==> config.mk <==
export PLATFORM = sky130hd
export DESIGN_NAME = vlink_tx_framer
export DESIGN_NICKNAME = d
export VERILOG_FILES = /design/src/rtl/vlink_pkg.sv /design/src/rtl/vlink_sync_norm.sv /design/src/rtl/vlink_aux_window.sv /design/src/rtl/vlink_sym_mux.sv /design/src/rtl/vlink_tx_framer.sv
export SDC_FILE = /design/constraint.sdc
export NUM_CORES = 1
export LEC_CHECK = 0
export ABC_AREA = 1
export BUFFER_PORTS_ARGS = -buffer_cell sky130_fd_sc_hd__buf_2
export CAP_MARGIN = 15
export CORE_MARGIN = 4
export CORE_UTILIZATION = 49
export DETAILED_ROUTE_END_ITERATION = 10
export HOLD_SLACK_MARGIN = 0.1
export PLACE_DENSITY = 0.79
export SYNTH_ARGS = -nofsm -noshare
export SYNTH_HDL_FRONTEND = slang
export SYNTH_SLANG_ARGS = --single-unit
export TNS_END_PERCENT = 1
==> constraint.sdc <==
create_clock -name clk_i -period 2.45 [get_ports clk_i]
set_input_delay 0.1225 -clock clk_i [delete_from_list [all_inputs] [get_ports clk_i]]
set_output_delay 0.1225 -clock clk_i [all_outputs]
set_load 0.03 [all_outputs]
==> src/rtl/vlink_pkg.sv <==
package vlink_pkg;
  localparam int SYM_W = 8;

  localparam logic [SYM_W-1:0] K_ALIGN    = 8'hBC;
  localparam logic [SYM_W-1:0] K_SYNC     = 8'hFC;
  localparam logic [SYM_W-1:0] K_BLANK    = 8'h9C;
  localparam logic [SYM_W-1:0] K_SC_START = 8'hFB;
  localparam logic [SYM_W-1:0] K_SC_END   = 8'hFD;
  localparam logic [SYM_W-1:0] K_SC_IDLE  = 8'hF7;

  typedef enum logic [2:0] {
    SEL_BLANK, SEL_SYNC, SEL_PIX, SEL_END, SEL_START, SEL_AUX, SEL_IDLE
  } sym_sel_e;

  // sync state code: 0x1C with {vs,hs} in bits 6:5
  function automatic logic [SYM_W-1:0] sync_code(input logic vs, input logic hs);
    return 8'h1C | {1'b0, vs, hs, 5'b0};
  endfunction
endpackage

==> src/rtl/vlink_sync_norm.sv <==
module vlink_sync_norm #(
  parameter int N = 2
) (
  input  logic         clk_i,
  input  logic         rst_ni,
  input  logic [N-1:0] raw_i,
  input  logic         pol_i,
  output logic [N-1:0] lvl_o,
  output logic [N-1:0] rise_o,
  output logic         chg_o
);
  logic [N-1:0] prev_q;

  for (genvar i = 0; i < N; i++) begin : g_sync
    assign lvl_o[i]  = raw_i[i] ^ pol_i;
    assign rise_o[i] = lvl_o[i] & ~prev_q[i];
    always_ff @(posedge clk_i or negedge rst_ni) begin
      if (!rst_ni) prev_q[i] <= 1'b0;
      else         prev_q[i] <= lvl_o[i];
    end
  end

  assign chg_o = |(lvl_o ^ prev_q);
endmodule

==> src/rtl/vlink_aux_window.sv <==
module vlink_aux_window #(
  parameter int AUX_MAX   = 224,
  parameter int AUX_LINES = 2,
  parameter int CNT_W     = 8
) (
  input  logic             clk_i,
  input  logic             rst_ni,
  input  logic             hs_rise_i,
  input  logic             vs_rise_i,
  input  logic             chg_i,
  input  logic             de_i,
  input  logic             valid_i,
  output logic             ready_o,
  output logic             take_o,
  output logic             emit_start_o,
  output logic             emit_end_o,
  output logic             payload_o,
  output logic [CNT_W-1:0] count_o
);
  localparam int LINE_W = (AUX_LINES > 1) ? $clog2(AUX_LINES) : 1;

  logic              win_q, start_q, endp_q;
  logic [LINE_W-1:0] line_q;
  logic [CNT_W-1:0]  cnt_q;
  logic              eligible;

  assign eligible     = !chg_i && !de_i;
  assign emit_end_o   = eligible && endp_q;
  assign emit_start_o = eligible && win_q && !start_q;
  assign payload_o    = eligible && win_q && start_q;
  assign ready_o      = payload_o && (cnt_q < CNT_W'(AUX_MAX));
  assign take_o       = ready_o && valid_i;
  assign count_o      = cnt_q;

  always_ff @(posedge clk_i or negedge rst_ni) begin
    if (!rst_ni) begin
      win_q   <= 1'b0;
      start_q <= 1'b0;
      endp_q  <= 1'b0;
      line_q  <= '0;
      cnt_q   <= '0;
    end else begin
      if (emit_start_o) start_q <= 1'b1;
      if (emit_end_o)   endp_q  <= 1'b0;
      if (take_o)       cnt_q   <= cnt_q + 1'b1;
      // emit_* need a quiet sync, so they never coincide with the edges below
      if (vs_rise_i) begin
        win_q   <= 1'b1;
        line_q  <= '0;
        start_q <= 1'b0;
        endp_q  <= 1'b0;
        cnt_q   <= '0;
      end else if (win_q && hs_rise_i) begin
        if (line_q == LINE_W'(AUX_LINES - 1)) begin
          win_q  <= 1'b0;
          endp_q <= 1'b1;
        end else begin
          line_q <= line_q + 1'b1;
        end
      end
    end
  end
endmodule

==> src/rtl/vlink_sym_mux.sv <==
module vlink_sym_mux
  import vlink_pkg::*;
(
  input  logic               clk_i,
  input  logic               rst_ni,
  input  sym_sel_e           sel_i,
  input  logic [2*SYM_W-1:0] pix_i,
  input  logic               vs_i,
  input  logic               hs_i,
  input  logic               hs_rise_i,
  input  logic [SYM_W-1:0]   aux_i,
  output logic [SYM_W-1:0]   sym0_o,
  output logic               sym0_k_o,
  output logic [SYM_W-1:0]   sym1_o,
  output logic               sym1_k_o
);
  logic [SYM_W-1:0] s0_d, s1_d;
  logic             k0_d, k1_d;

  always_comb begin
    s0_d = K_BLANK; k0_d = 1'b1;
    s1_d = K_BLANK; k1_d = 1'b1;
    unique case (sel_i)
      SEL_SYNC: begin
        s0_d = hs_rise_i ? K_ALIGN : K_SYNC;
        s1_d = sync_code(vs_i, hs_i);
      end
      SEL_PIX: begin
        s0_d = pix_i[2*SYM_W-1:SYM_W]; k0_d = 1'b0;
        s1_d = pix_i[SYM_W-1:0];       k1_d = 1'b0;
      end
      SEL_END:   begin s0_d = K_SC_END;   s1_d = K_SC_END;   end
      SEL_START: begin s0_d = K_SC_START; s1_d = K_SC_START; end
      SEL_AUX: begin
        s0_d = aux_i; k0_d = 1'b0;
        s1_d = K_SC_IDLE;
      end
      SEL_IDLE:  begin s0_d = K_SC_IDLE;  s1_d = K_SC_IDLE;  end
      default: ;
    endcase
  end

  always_ff @(posedge clk_i or negedge rst_ni) begin
    if (!rst_ni) begin
      sym0_o <= K_BLANK; sym0_k_o <= 1'b1;
      sym1_o <= K_BLANK; sym1_k_o <= 1'b1;
    end else begin
      sym0_o <= s0_d; sym0_k_o <= k0_d;
      sym1_o <= s1_d; sym1_k_o <= k1_d;
    end
  end
endmodule

==> src/rtl/vlink_tx_framer.sv <==
module vlink_tx_framer
  import vlink_pkg::*;
#(
  parameter int AUX_MAX   = 224,
  parameter int AUX_LINES = 2,
  localparam int CNT_W    = $clog2(AUX_MAX + 1)
) (
  input  logic               clk_i,
  input  logic               rst_ni,
  input  logic [2*SYM_W-1:0] pix_i,
  input  logic               hsync_i,
  input  logic               vsync_i,
  input  logic               de_i,
  input  logic               sync_pol_i,
  input  logic [SYM_W-1:0]   aux_data_i,
  input  logic               aux_valid_i,
  output logic               aux_ready_o,
  output logic [SYM_W-1:0]   sym0_o,
  output logic               sym0_k_o,
  output logic [SYM_W-1:0]   sym1_o,
  output logic               sym1_k_o,
  output logic [CNT_W-1:0]   aux_count_o
);
  logic [1:0] lvl, rise;
  logic       sync_chg, hs_rise;
  logic       take, emit_start, emit_end, payload;
  sym_sel_e   sel;

  vlink_sync_norm #(.N(2)) u_sync (
    .clk_i, .rst_ni,
    .raw_i  ({vsync_i, hsync_i}),
    .pol_i  (sync_pol_i),
    .lvl_o  (lvl),
    .rise_o (rise),
    .chg_o  (sync_chg)
  );

  assign hs_rise = rise[0];

  vlink_aux_window #(.AUX_MAX(AUX_MAX), .AUX_LINES(AUX_LINES), .CNT_W(CNT_W)) u_win (
    .clk_i, .rst_ni,
    .hs_rise_i    (hs_rise),
    .vs_rise_i    (rise[1]),
    .chg_i        (sync_chg),
    .de_i         (de_i),
    .valid_i      (aux_valid_i),
    .ready_o      (aux_ready_o),
    .take_o       (take),
    .emit_start_o (emit_start),
    .emit_end_o   (emit_end),
    .payload_o    (payload),
    .count_o      (aux_count_o)
  );

  always_comb begin
    if (sync_chg)        sel = SEL_SYNC;
    else if (de_i)       sel = SEL_PIX;
    else if (emit_end)   sel = SEL_END;
    else if (emit_start) sel = SEL_START;
    else if (take)       sel = SEL_AUX;
    else if (payload)    sel = SEL_IDLE;
    else                 sel = SEL_BLANK;
  end

  vlink_sym_mux u_mux (
    .clk_i, .rst_ni,
    .sel_i     (sel),
    .pix_i     (pix_i),
    .vs_i      (lvl[1]),
    .hs_i      (lvl[0]),
    .hs_rise_i (hs_rise),
    .aux_i     (aux_data_i),
    .sym0_o, .sym0_k_o, .sym1_o, .sym1_k_o
  );
endmodule

==> results of run 1 <==
through the flow:
stage	cell area (um2)	total power [uW]	hold WS, ns	setup WS, ns	util [%]
detailed placement	1940	1160	0.199	0.466	63.0
global route	2270	1590	0.125	0.0332	73.9
CTS	2270	1510	0.106	0.298	73.8
floorplan	1600	1020	-0.173	0.727	-
global placement	1940	1150	0.198	0.512	63.0
finish	2270	1500	0.116	0.221	73.9
layer usage:
layer / GRT usage, % / vias up / share of wire [%]
li1: - / 774 / -
met1: 25.5 / 725 / 40
met2: 34.4 / 67 / 49
met3: 4.27 / 22 / 5.7
met4: 15.5 / 0 / 5.2
met5: 0 / - / 0
power groups by stage:
stage	combinational [uW]	clock, uW	sequential (uW)
2_1_floorplan	208	0	808
3_3_place_gp	479	0	675
3_5_place_dp	483	0	676
4_1_cts	520	323	665
5_1_grt	577	340	677
6_report	526	311	665
registers in the layout (all words and copies together) (netlist names):
register / count
u_mux.sym0_k_o: 1
u_mux.sym0_o: 8
u_mux.sym1_k_o: 1
u_mux.sym1_o: 8
u_sync.prev_q: 2
u_win.count_o: 8
u_win.endp_q: 1
u_win.line_q: 1
u_win.start_q: 1
u_win.win_q: 1
area by class of cell:
class	count	area [um2]	area share (%)
multi-input cells	125	677	29.8
clock buffers	6	51.3	2.26
flip-flops and latches	32	813	35.8
clock inverters	2	10.0	0.440
inverters	28	105	4.62
well taps	44	55.1	2.42
repair buffers	85	563	24.8
logic make-up (layout without fill, tap and decap cells):
family / count (synthesis) / after routing / synth area share [%]
adder cells (fa/ha/maj): 3 / 3 / 2.35
AND/OR/NAND/NOR: 100 / 100 / 31.6
buffers and inverters: 29 / 121 / 6.89
AO/OA/AOI/OAI: 17 / 17 / 5.56
XOR/XNOR: 5 / 5 / 2.74
flip-flops: 32 / 32 / 50.9
cells in the mapped netlist, types with 2 or more instances:
| cell | n |
|---|---|
| inv_1 | 26 |
| nor2_2 | 3 |
| nand2_4 | 3 |
| nand4_1 | 6 |
| a21oi_1 | 7 |
| dfrtp_1 | 22 |
| xor2_1 | 5 |
| nor2_1 | 20 |
| nand2_2 | 2 |
| nor4_1 | 2 |
| nand3_1 | 16 |
| nor3_1 | 2 |
| dfstp_2 | 10 |
| o21ai_0 | 9 |
| nand2_1 | 40 |
| ha_1 | 3 |
worst max path at each step:
stage	cells after the start	to
after floorplan	11	u_mux.sym1_o[4]
after global placement	12	u_mux.sym1_o[4]
after detailed placement	12	u_mux.sym1_o[4]
after CTS	13	u_mux.sym1_o[4]
after global routing	12	u_mux.sym1_o[3]
final	14	u_mux.sym0_o[5]
worst max-delay path, delay by kind of cell:
kind                       cells  cell delay, ns
and+or+nand+nor                8            0.94
buffers and inverters          4            0.83
adders and majority gates      1            0.31
xor gates and xnor gates       1            0.24
repair_timing:
item / 4_1_cts / 5_1_grt
hold buffers: 27 / 0
gates resized for setup: 0 / 1
endpoints found under the setup margin: 0 / 1
endpoints found under the hold margin: 40 / 0
setup buffers: 0 / 0
==> summary.txt, run 1 <==
Logic synthesis
  • Synth top area share: 34.5%
  • Mapped Cells: 186
  • Area leader, netlist: dfrtp_1
  • Avg Cell Area, Syn: 8.59 um2
  • Post-synth cell types: 26
  • Post-Syn Area: 1600 um2
  • Synth top area cells: dfrtp_1 34%, dfstp_2 16%, nand2_1 9.4%
  • Seq/Total Area, Yosys: 50.9%
  • Dominant synthesized flop cell: dfrtp_1
  • Post-synth EDFFs: 0
  • FF+latch count, synth: 32
  • Synth warn: 0
  • Synthesized Nets: 220
  • Post-synthesis async set-or-reset flop share: 100%

Worst setup path
  • Slowest stage delay, CP: 0.54 ns
  • Req. time, crit path: 2.66 ns
  • Reg2reg start: u_sync.prev_q[1]
  • Startpoint types: input port
  • Crit-path cells: dlygate4sd3_1, buf_2, xor2_1, ha_1, nand2_2, nor2_2, nand2_2, inv_2, nor2_2, nand2_4, nand3_1, inv_1, nand2_1, nand3_1
  • Worst-case reg-to-reg path depth: 12
  • Reg-to-reg endpoint: u_mux.sym0_o[5]
  • R2R Setup Slk: 0.54 ns
  • CP Data Arrival Time: 2.44 ns
  • Crit-path max FO: 7
  • Crit path capture type: register
  • Critical path class: in -> reg
  • CP startpoint: vsync_i
  • Slowest-stage cell, CP: dlygate4sd3_1

Power and ir drop
  • Pwr Density: 660 nW/um2
  • Clk pwr share: 20.7%
  • Sequential share of power: 44.3%
  • Logic pwr share: 35.0%
  • Switching part of the total: 37.5%
  • Peak VDD IR: 0.000335 V
  • Internal power: 939 uW
  • Leak: 0.00118 uW
  • Switch Pwr: 563 uW

STA
  • Clock Skew: 0.0125 ns
  • Setup violators final: 0
  • RSZ-0062 raised after global routing: no
  • Aggregate negative setup slack: 0 ns
  • Final Hold Viols: 0
  • Slew @ Worst Pin: 0.683 ns
  • Fmax: 0.449 GHz
  • Max Transition Viols Final: 0
  • Tcrit/Tclk final: 91.0%
  • Min cycle time layout: 2.23 ns
  • Max-slew headroom: 54.4%

Min path
  • Hold Path Depth: 5
  • Worst Hold Launch: aux_data_i[1]
  • Min-Delay Endpoint: u_mux.sym0_o[1]
  • Worst hold path type: in -> reg

Cells and area
  • Filler cells: 226
  • Most frequent cells in the layout: 57 x buf_2, 40 x nand2_1, 27 x dlygate4sd3_1
  • Antenna diodes: 0
  • Layout Nets: 311
  • Share of layout cells above drive strength 1: 33.1%
  • Post-Layout Cell Count: 322
  • Commonest non-fill, non-tap cell in the layout: buf_2
  • Layout Area Growth over Synthesis: 42.4%

Floorplan
  • Die Y: 65.1 um
  • Std cell rows: 20
  • Num ports: 58
  • Die X: 65.1 um
  • Core Region: 3080 um2
  • Initial core utilization: 51.9%
  • Die area: 4240 um2

Global route
  • Overflow after GRT: 0
  • Vias in the first global route: 1563
  • GRT Total Usage: 21.4%
  • First-pass GRT wire length: 6.77 mm
  • Largest net degree at the start of global routing: 33
  • Initial antenna violation count: 0

Placement
  • DPL Wire Length: 2.68 mm
  • Routability cong.: 0.836
  • Placed insts: 287
  • IO Port Bufs: 57

Drt
  • Antenna-violating nets left: 0
  • Vias: 1588
  • WL per Instance: 12.6 um
  • Initial DRC Count: 82
  • Pre-Repair DR Iteration Count: 4
  • DRC Markers: 0
  • Vias/cell: 4.93
  • Drt total wl: 4.07 mm

Clock tree
  • CTS tree: yes
  • Num CTS Buffers: 5
  • Clk sinks: 32
  • Clock latency on the worst-skew pair: 0.34 ns
  • Clk root buf: clkbuf_4
  • Register clock-pin slew on the reported worst setup and hold paths: 0.09 ns
  • Maximum clock path buffer count: 2
  • H-tree levels: 2

Flow run
  • Max-cap violations: 0

Outcome
  • Status: finished clean
(Power assumes the default switching activity.)
==> inputs of run 2 (changes only) <==
BUFFER_PORTS_ARGS = -buffer_cell sky130_fd_sc_hd__clkbuf_2   (was -buffer_cell sky130_fd_sc_hd__buf_2)
CTS_CLUSTER_DIAMETER = 50   (was unset)
==> run 2 against run 1 <==
Effect of this change:
- die area is the same
- register-to-register slack worse by 0.46 ns
- global-route usage is 0.068 points lower
- wire length grew 7.2%
- clock-buffer cell count is the same
==> summary.txt, run 2 (synthesized netlist as in run 1, its figures left out) <==
Worst setup path
  • CP bufs+invs: 5
  • Slowest-stage cell, CP: dlygate4sd3_1
  • Startpoint types: register
  • CP startpoint: u_sync.prev_q[1]
  • Crit-path cells: inv_1, ha_4, nand2_4, nor2_4, nand2_2, inv_2, nor2_4, inv_1, nor2_2, nand2_1, nand2_1, inv_1, nand4_1, dlygate4sd3_1
  • CP most frequent cell: inv_1
  • Reg2reg start: u_sync.prev_q[1]
  • Crit path max-delay family: buffers and inverters
  • Crit path capture type: register
  • Slowest stage delay, CP: 0.55 ns
  • Worst-case reg-to-reg path depth: 14
  • CP Data Arrival Time: 2.64 ns
  • Req. time, crit path: 2.72 ns
  • Critical path class: reg -> reg
  • Crit-path max FO: 6
  • Critical Path Stages: 14

Drt
  • DRC Markers: 0
  • Drt total wl: 4.37 mm
  • Vias: 1606
  • Antenna-violating nets left: 0
  • Vias/cell: 4.96
  • WL per Instance: 13.5 um
  • Pre-Repair DR Iteration Count: 4
  • Initial DRC Count: 68

Cells and area
  • Most frequent cells in the layout: 57 x clkbuf_2, 40 x nand2_1, 26 x dlygate4sd3_1
  • Share of layout cells above drive strength 1: 35.7%
  • Commonest non-fill, non-tap cell in the layout: clkbuf_2
  • Layout Area Growth over Synthesis: 46.4%
  • Antenna diodes: 0
  • Layout Nets: 313
  • Post-Layout Cell Count: 324

Power and ir drop
  • Logic pwr share: 37.6%
  • Internal power: 979 uW
  • Sequential share of power: 42.4%
  • Pwr Density: 676 nW/um2
  • Tot Pwr: 1580 uW
  • Switch Pwr: 603 uW
  • Switching part of the total: 38.1%
  • Peak VDD IR: 0.000350 V
  • Leak: 0.00120 uW
  • Clk pwr share: 20.0%

Floorplan
  • Num ports: 58
  • Initial core utilization: 51.9%
  • Core Region: 3080 um2
  • Std cell rows: 20
  • Die Y: 65.1 um
  • Die area: 4240 um2
  • Die X: 65.1 um

Clock tree
  • Clk sinks: 32
  • Register clock-pin slew on the reported worst setup and hold paths: 0.09 ns
  • Num CTS Buffers: 5
  • Maximum clock path buffer count: 2
  • H-tree levels: 2
  • CTS tree: yes
  • Clock latency on the worst-skew pair: 0.34 ns
  • Clk root buf: clkbuf_4

STA
  • Hold slack: 0.185 ns
  • Slew @ Worst Pin: 0.769 ns
  • Max Transition Viols Final: 0
  • Setup violators final: 0
  • Min cycle time layout: 2.37 ns
  • Max-slew headroom: 48.8%
  • Final Hold Viols: 0
  • Tcrit/Tclk final: 96.7%
  • Fmax: 0.422 GHz
  • Clock Skew: 0.0156 ns
  • Aggregate negative setup slack: 0 ns

Min path
  • Worst hold path type: in -> reg
  • Hold Path Depth: 7
  • Worst Hold Launch: aux_data_i[3]

Global route
  • Largest net degree at the start of global routing: 33
  • Initial antenna violation count: 0
  • Overflow after GRT: 0
  • GRT Total Usage: 21.3%
  • Vias in the first global route: 1511
  • First-pass GRT wire length: 6.78 mm

Flow run
  • Max-cap violations: 0

Outcome
  • Status: finished clean

Placement
  • DPL Wire Length: 2.79 mm
  • Routability cong.: 0.836
  • Placed insts: 287
  • IO Port Bufs: 57
[run 2: worst paths after layout]
check	endpoint	slack, ns
hold / removal	u_mux.sym0_o[3]	0.18
setup / recovery	u_mux.sym0_o[6]	0.08
min in group asynchronous	u_win.count_o[5]	0.37
hold reg to reg	u_win.line_q	0.56
max in group asynchronous	u_mux.sym0_o[6]	1.58
setup reg to reg	u_mux.sym0_o[6]	0.08
[run 2: final cells by class]
| cell class | instances | area [um2] |
|---|---|---|
| repair buffers | 87 | 576 |
| fillers | 223 | 739 |
| well taps | 44 | 55.1 |
| inverters | 28 | 105 |
| flip-flops and latches | 32 | 813 |
| clock inverters | 2 | 10.0 |
| multi-input cells | 125 | 728 |
| clock buffers | 6 | 51.3 |
[run 2: power groups by stage]
| stage | combinational (uW) | sequential, uW | clock, uW |
|---|---|---|---|
| 2_1_floorplan | 208 | 808 | 0 |
| 3_3_place_gp | 478 | 679 | 0 |
| 3_5_place_dp | 485 | 680 | 0 |
| 4_1_cts | 536 | 669 | 324 |
| 5_1_grt | 639 | 680 | 358 |
| 6_report | 595 | 671 | 316 |
[run 2: stage by stage]
| step | utilization (%) | area (um2) | setup slack (ns) |
|---|---|---|---|
| after floorplan | - | 1600 | 0.727 |
| after global placement | 63.0 | 1940 | 0.504 |
| after detailed placement | 63.0 | 1940 | 0.422 |
| after CTS | 73.2 | 2250 | 0.0369 |
| after global routing | 76.0 | 2340 | -0.0683 |
| final | 76.0 | 2340 | 0.0815 |
[run 2: worst register-to-register path: stages, from the launching register on]
cell,delay (ns)
dfrtp_1,0.37
inv_1,0.12
ha_4,0.23
nand2_4,0.10
nor2_4,0.06
nand2_2,0.07
inv_2,0.05
nor2_4,0.19
inv_1,0.11
nor2_2,0.15
nand2_1,0.10
nand2_1,0.07
inv_1,0.05
nand4_1,0.08
dlygate4sd3_1,0.55
[run 2: what timing repair did]
action	in CTS	in global routing
endpoints found under the setup margin	0	4
hold buffers	25	1
hold endpoints to repair	40	1
setup buffers	0	3
gates resized for setup	0	10
[run 2: routing by layer]
metal  vias up  GRT usage (%)  share of wire, %
met5         -              0                 0
met3        13           7.01               6.2
met2        63           34.9                51
li1        778              -                 -
met1       752           25.9                40
met4         0           8.81               2.7
==> inputs of run 3 (changes only) <==
CORE_ASPECT_RATIO = 1.25   (was unset)
RECOVER_POWER = 25   (was unset)
==> run 3 against run 2 <==
Effect of this change:
- the run now ends with max-capacitance violations, max-slew violations left
- die area is 0.13% higher
- critical path depth is 2 lower
- largest power group unchanged
- highest routed layer unchanged
- core utilization rose by 0.35 points
- total power decreased by 2.2%
- clock power shrank 11%
- critical endpoint is now u_mux.sym0_o[7]
- clock-buffer cell count increased by 1
- via count up 1.1%
- first-iteration DRC count rose by 18%
==> summary.txt, run 3 (synthesized netlist as in run 1, its figures left out) <==
Cells and area
  • Layout Area Growth over Synthesis: 44.6%
  • Layout Nets: 312
  • Post-route cell area: 2310 um2
  • Share of layout cells above drive strength 1: 34.4%
  • Commonest non-fill, non-tap cell in the layout: clkbuf_2
  • Antenna diodes: 0
  • Most frequent cells in the layout: 55 x clkbuf_2, 39 x nand2_1, 26 x dlygate4sd3_1

Global route
  • Vias in the first global route: 1633
  • Overflow after GRT: 0
  • Initial antenna violation count: 0
  • Largest net degree at the start of global routing: 33
  • First-pass GRT wire length: 6.98 mm
  • GRT Total Usage: 21.9%

Floorplan
  • Std cell rows: 22
  • Core Region: 3030 um2
  • Die X: 59.1 um
  • Initial core utilization: 52.8%
  • Die area: 4240 um2
  • Num ports: 58
  • Die Y: 71.8 um

Flow run
  • Max-cap violations: 1

Worst setup path
  • Crit path capture type: register
  • Worst-case reg-to-reg path depth: 12
  • Critical path class: reg -> reg
  • CP Data Arrival Time: 2.63 ns
  • Crit-path max FO: 7
  • Reg2reg start: u_sync.prev_q[0]
  • Startpoint types: register
  • Req. time, crit path: 2.72 ns
  • CP startpoint: u_sync.prev_q[0]

Min path
  • Worst Hold Launch: de_i
  • Hold Path Depth: 4
  • Worst hold path type: in -> reg

Placement
  • Placed Area: 1930 um2
  • IO Port Bufs: 57
  • Routability cong.: 0.841
  • DPL Wire Length: 2.88 mm

Power and ir drop
  • Switching part of the total: 38.6%
  • Pwr Density: 669 nW/um2
  • Peak VDD IR: 0.000571 V
  • Switch Pwr: 597 uW
  • Logic pwr share: 38.4%
  • Clk pwr share: 18.2%
  • Internal power: 949 uW
  • Sequential share of power: 43.4%
  • Leak: 0.00118 uW

Clock tree
  • Clk root buf: clkbuf_4
  • Maximum clock path buffer count: 2
  • Num CTS Buffers: 5
  • CTS tree: yes
  • Clk sinks: 32
  • Clock latency on the worst-skew pair: 0.34 ns
  • H-tree levels: 2
  • Register clock-pin slew on the reported worst setup and hold paths: 0.10 ns

STA
  • Fmax: 0.424 GHz
  • Max-slew headroom: -9.73%
  • Max Transition Viols Final: 33
  • Tcrit/Tclk final: 96.2%
  • Hold slack: 0.164 ns
  • Min cycle time layout: 2.36 ns
  • Final Hold Viols: 0
  • Setup violators final: 0
  • Slew @ Worst Pin: 1.65 ns
  • Clock Skew: 0.00939 ns

Drt
  • Drt total wl: 4.46 mm
  • Initial DRC Count: 80
  • Antenna-violating nets left: 0
  • Vias/cell: 5.15
  • WL per Instance: 14.2 um
  • Vias: 1623
  • DRC Markers: 0
  • Pre-Repair DR Iteration Count: 4

Outcome
  • Failing checks: max-capacitance violations, max-slew violations
  • Status: finished with violations
## run 3: cell count changes in the layout (fill, tap and decap cells not counted), sizes merged
| cell | previous run | this run |
|---|---|---|
| clkbuf | 63 | 64 |
| buf | 4 | 3 |
| clkinv | 2 | 1 |
## run 3: worst paths after layout
| kind | endpoint | slack, ns |
|---|---|---|
| min in group asynchronous | u_mux.sym0_o[0] | 0.74 |
| worst max-delay path | u_mux.sym0_o[7] | 0.09 |
| worst min-delay path | u_mux.sym0_o[3] | 0.16 |
| worst min register to register | u_win.line_q | 0.55 |
| worst max register to register | u_mux.sym0_o[7] | 0.09 |
| max in group asynchronous | u_mux.sym1_o[6] | 0.76 |
## run 3: routing by layer
metal	track usage, %	vias to the layer above	wire length, um
met5	0	-	0
met4	11.8	0	153
met3	6.13	16	282
met2	38.1	71	2290
met1	23.4	761	1730
li1	-	775	-
## run 3: worst max-delay path, stage by stage (launching register included)
cell and delay (ns):
dfrtp_1 0.33, inv_1 0.06, ha_4 0.29, nand4_4 0.13, nor2_4 0.17, o21ai_2 0.09
nand2_2 0.08, nand2_4 0.10, nor2_8 0.17, nand2_4 0.07, nand2_1 0.12, nand3_1 0.10
dlygate4sd3_1 0.57
## run 3: power groups by stage
stage               sequential [uW]  clock (uW)  combinational (uW)
CTS                             667         287                 544
global route                    681         321                 641
global placement                677           0                 482
finish                          670         282                 594
floorplan                       808           0                 208
detailed placement              678           0                 489
## run 3: area by class of cell
type                    count  area [um2]
clock buffers               7        45.0
repair buffers             86         566
inverters                  28         105
flip-flops and latches     32         813
fillers                   217         717
multi-input cells         125         732
well taps                  36        45.0
clock inverters             1        5.00
## run 3: per-stage QoR
stage	power (uW)	setup TNS [ns]	std cells	utilization (%)	worst slack, ns
final	1550	0	315	76.3	0.0919
after global placement	1160	0	279	63.8	0.459
after CTS	1500	0	313	74.0	0.0220
after floorplan	1020	0	186	-	0.727
after detailed placement	1170	0	279	63.8	0.439
after global routing	1640	-0.0144	315	76.3	-0.0117
## run 3: what timing repair did
item | in CTS | in global routing
hold buffers | 26 | 0
endpoints found under the setup margin | 0 | 6
setup buffers | 0 | 2
endpoints found under the hold margin | 40 | 0
resized for setup | 0 | 12
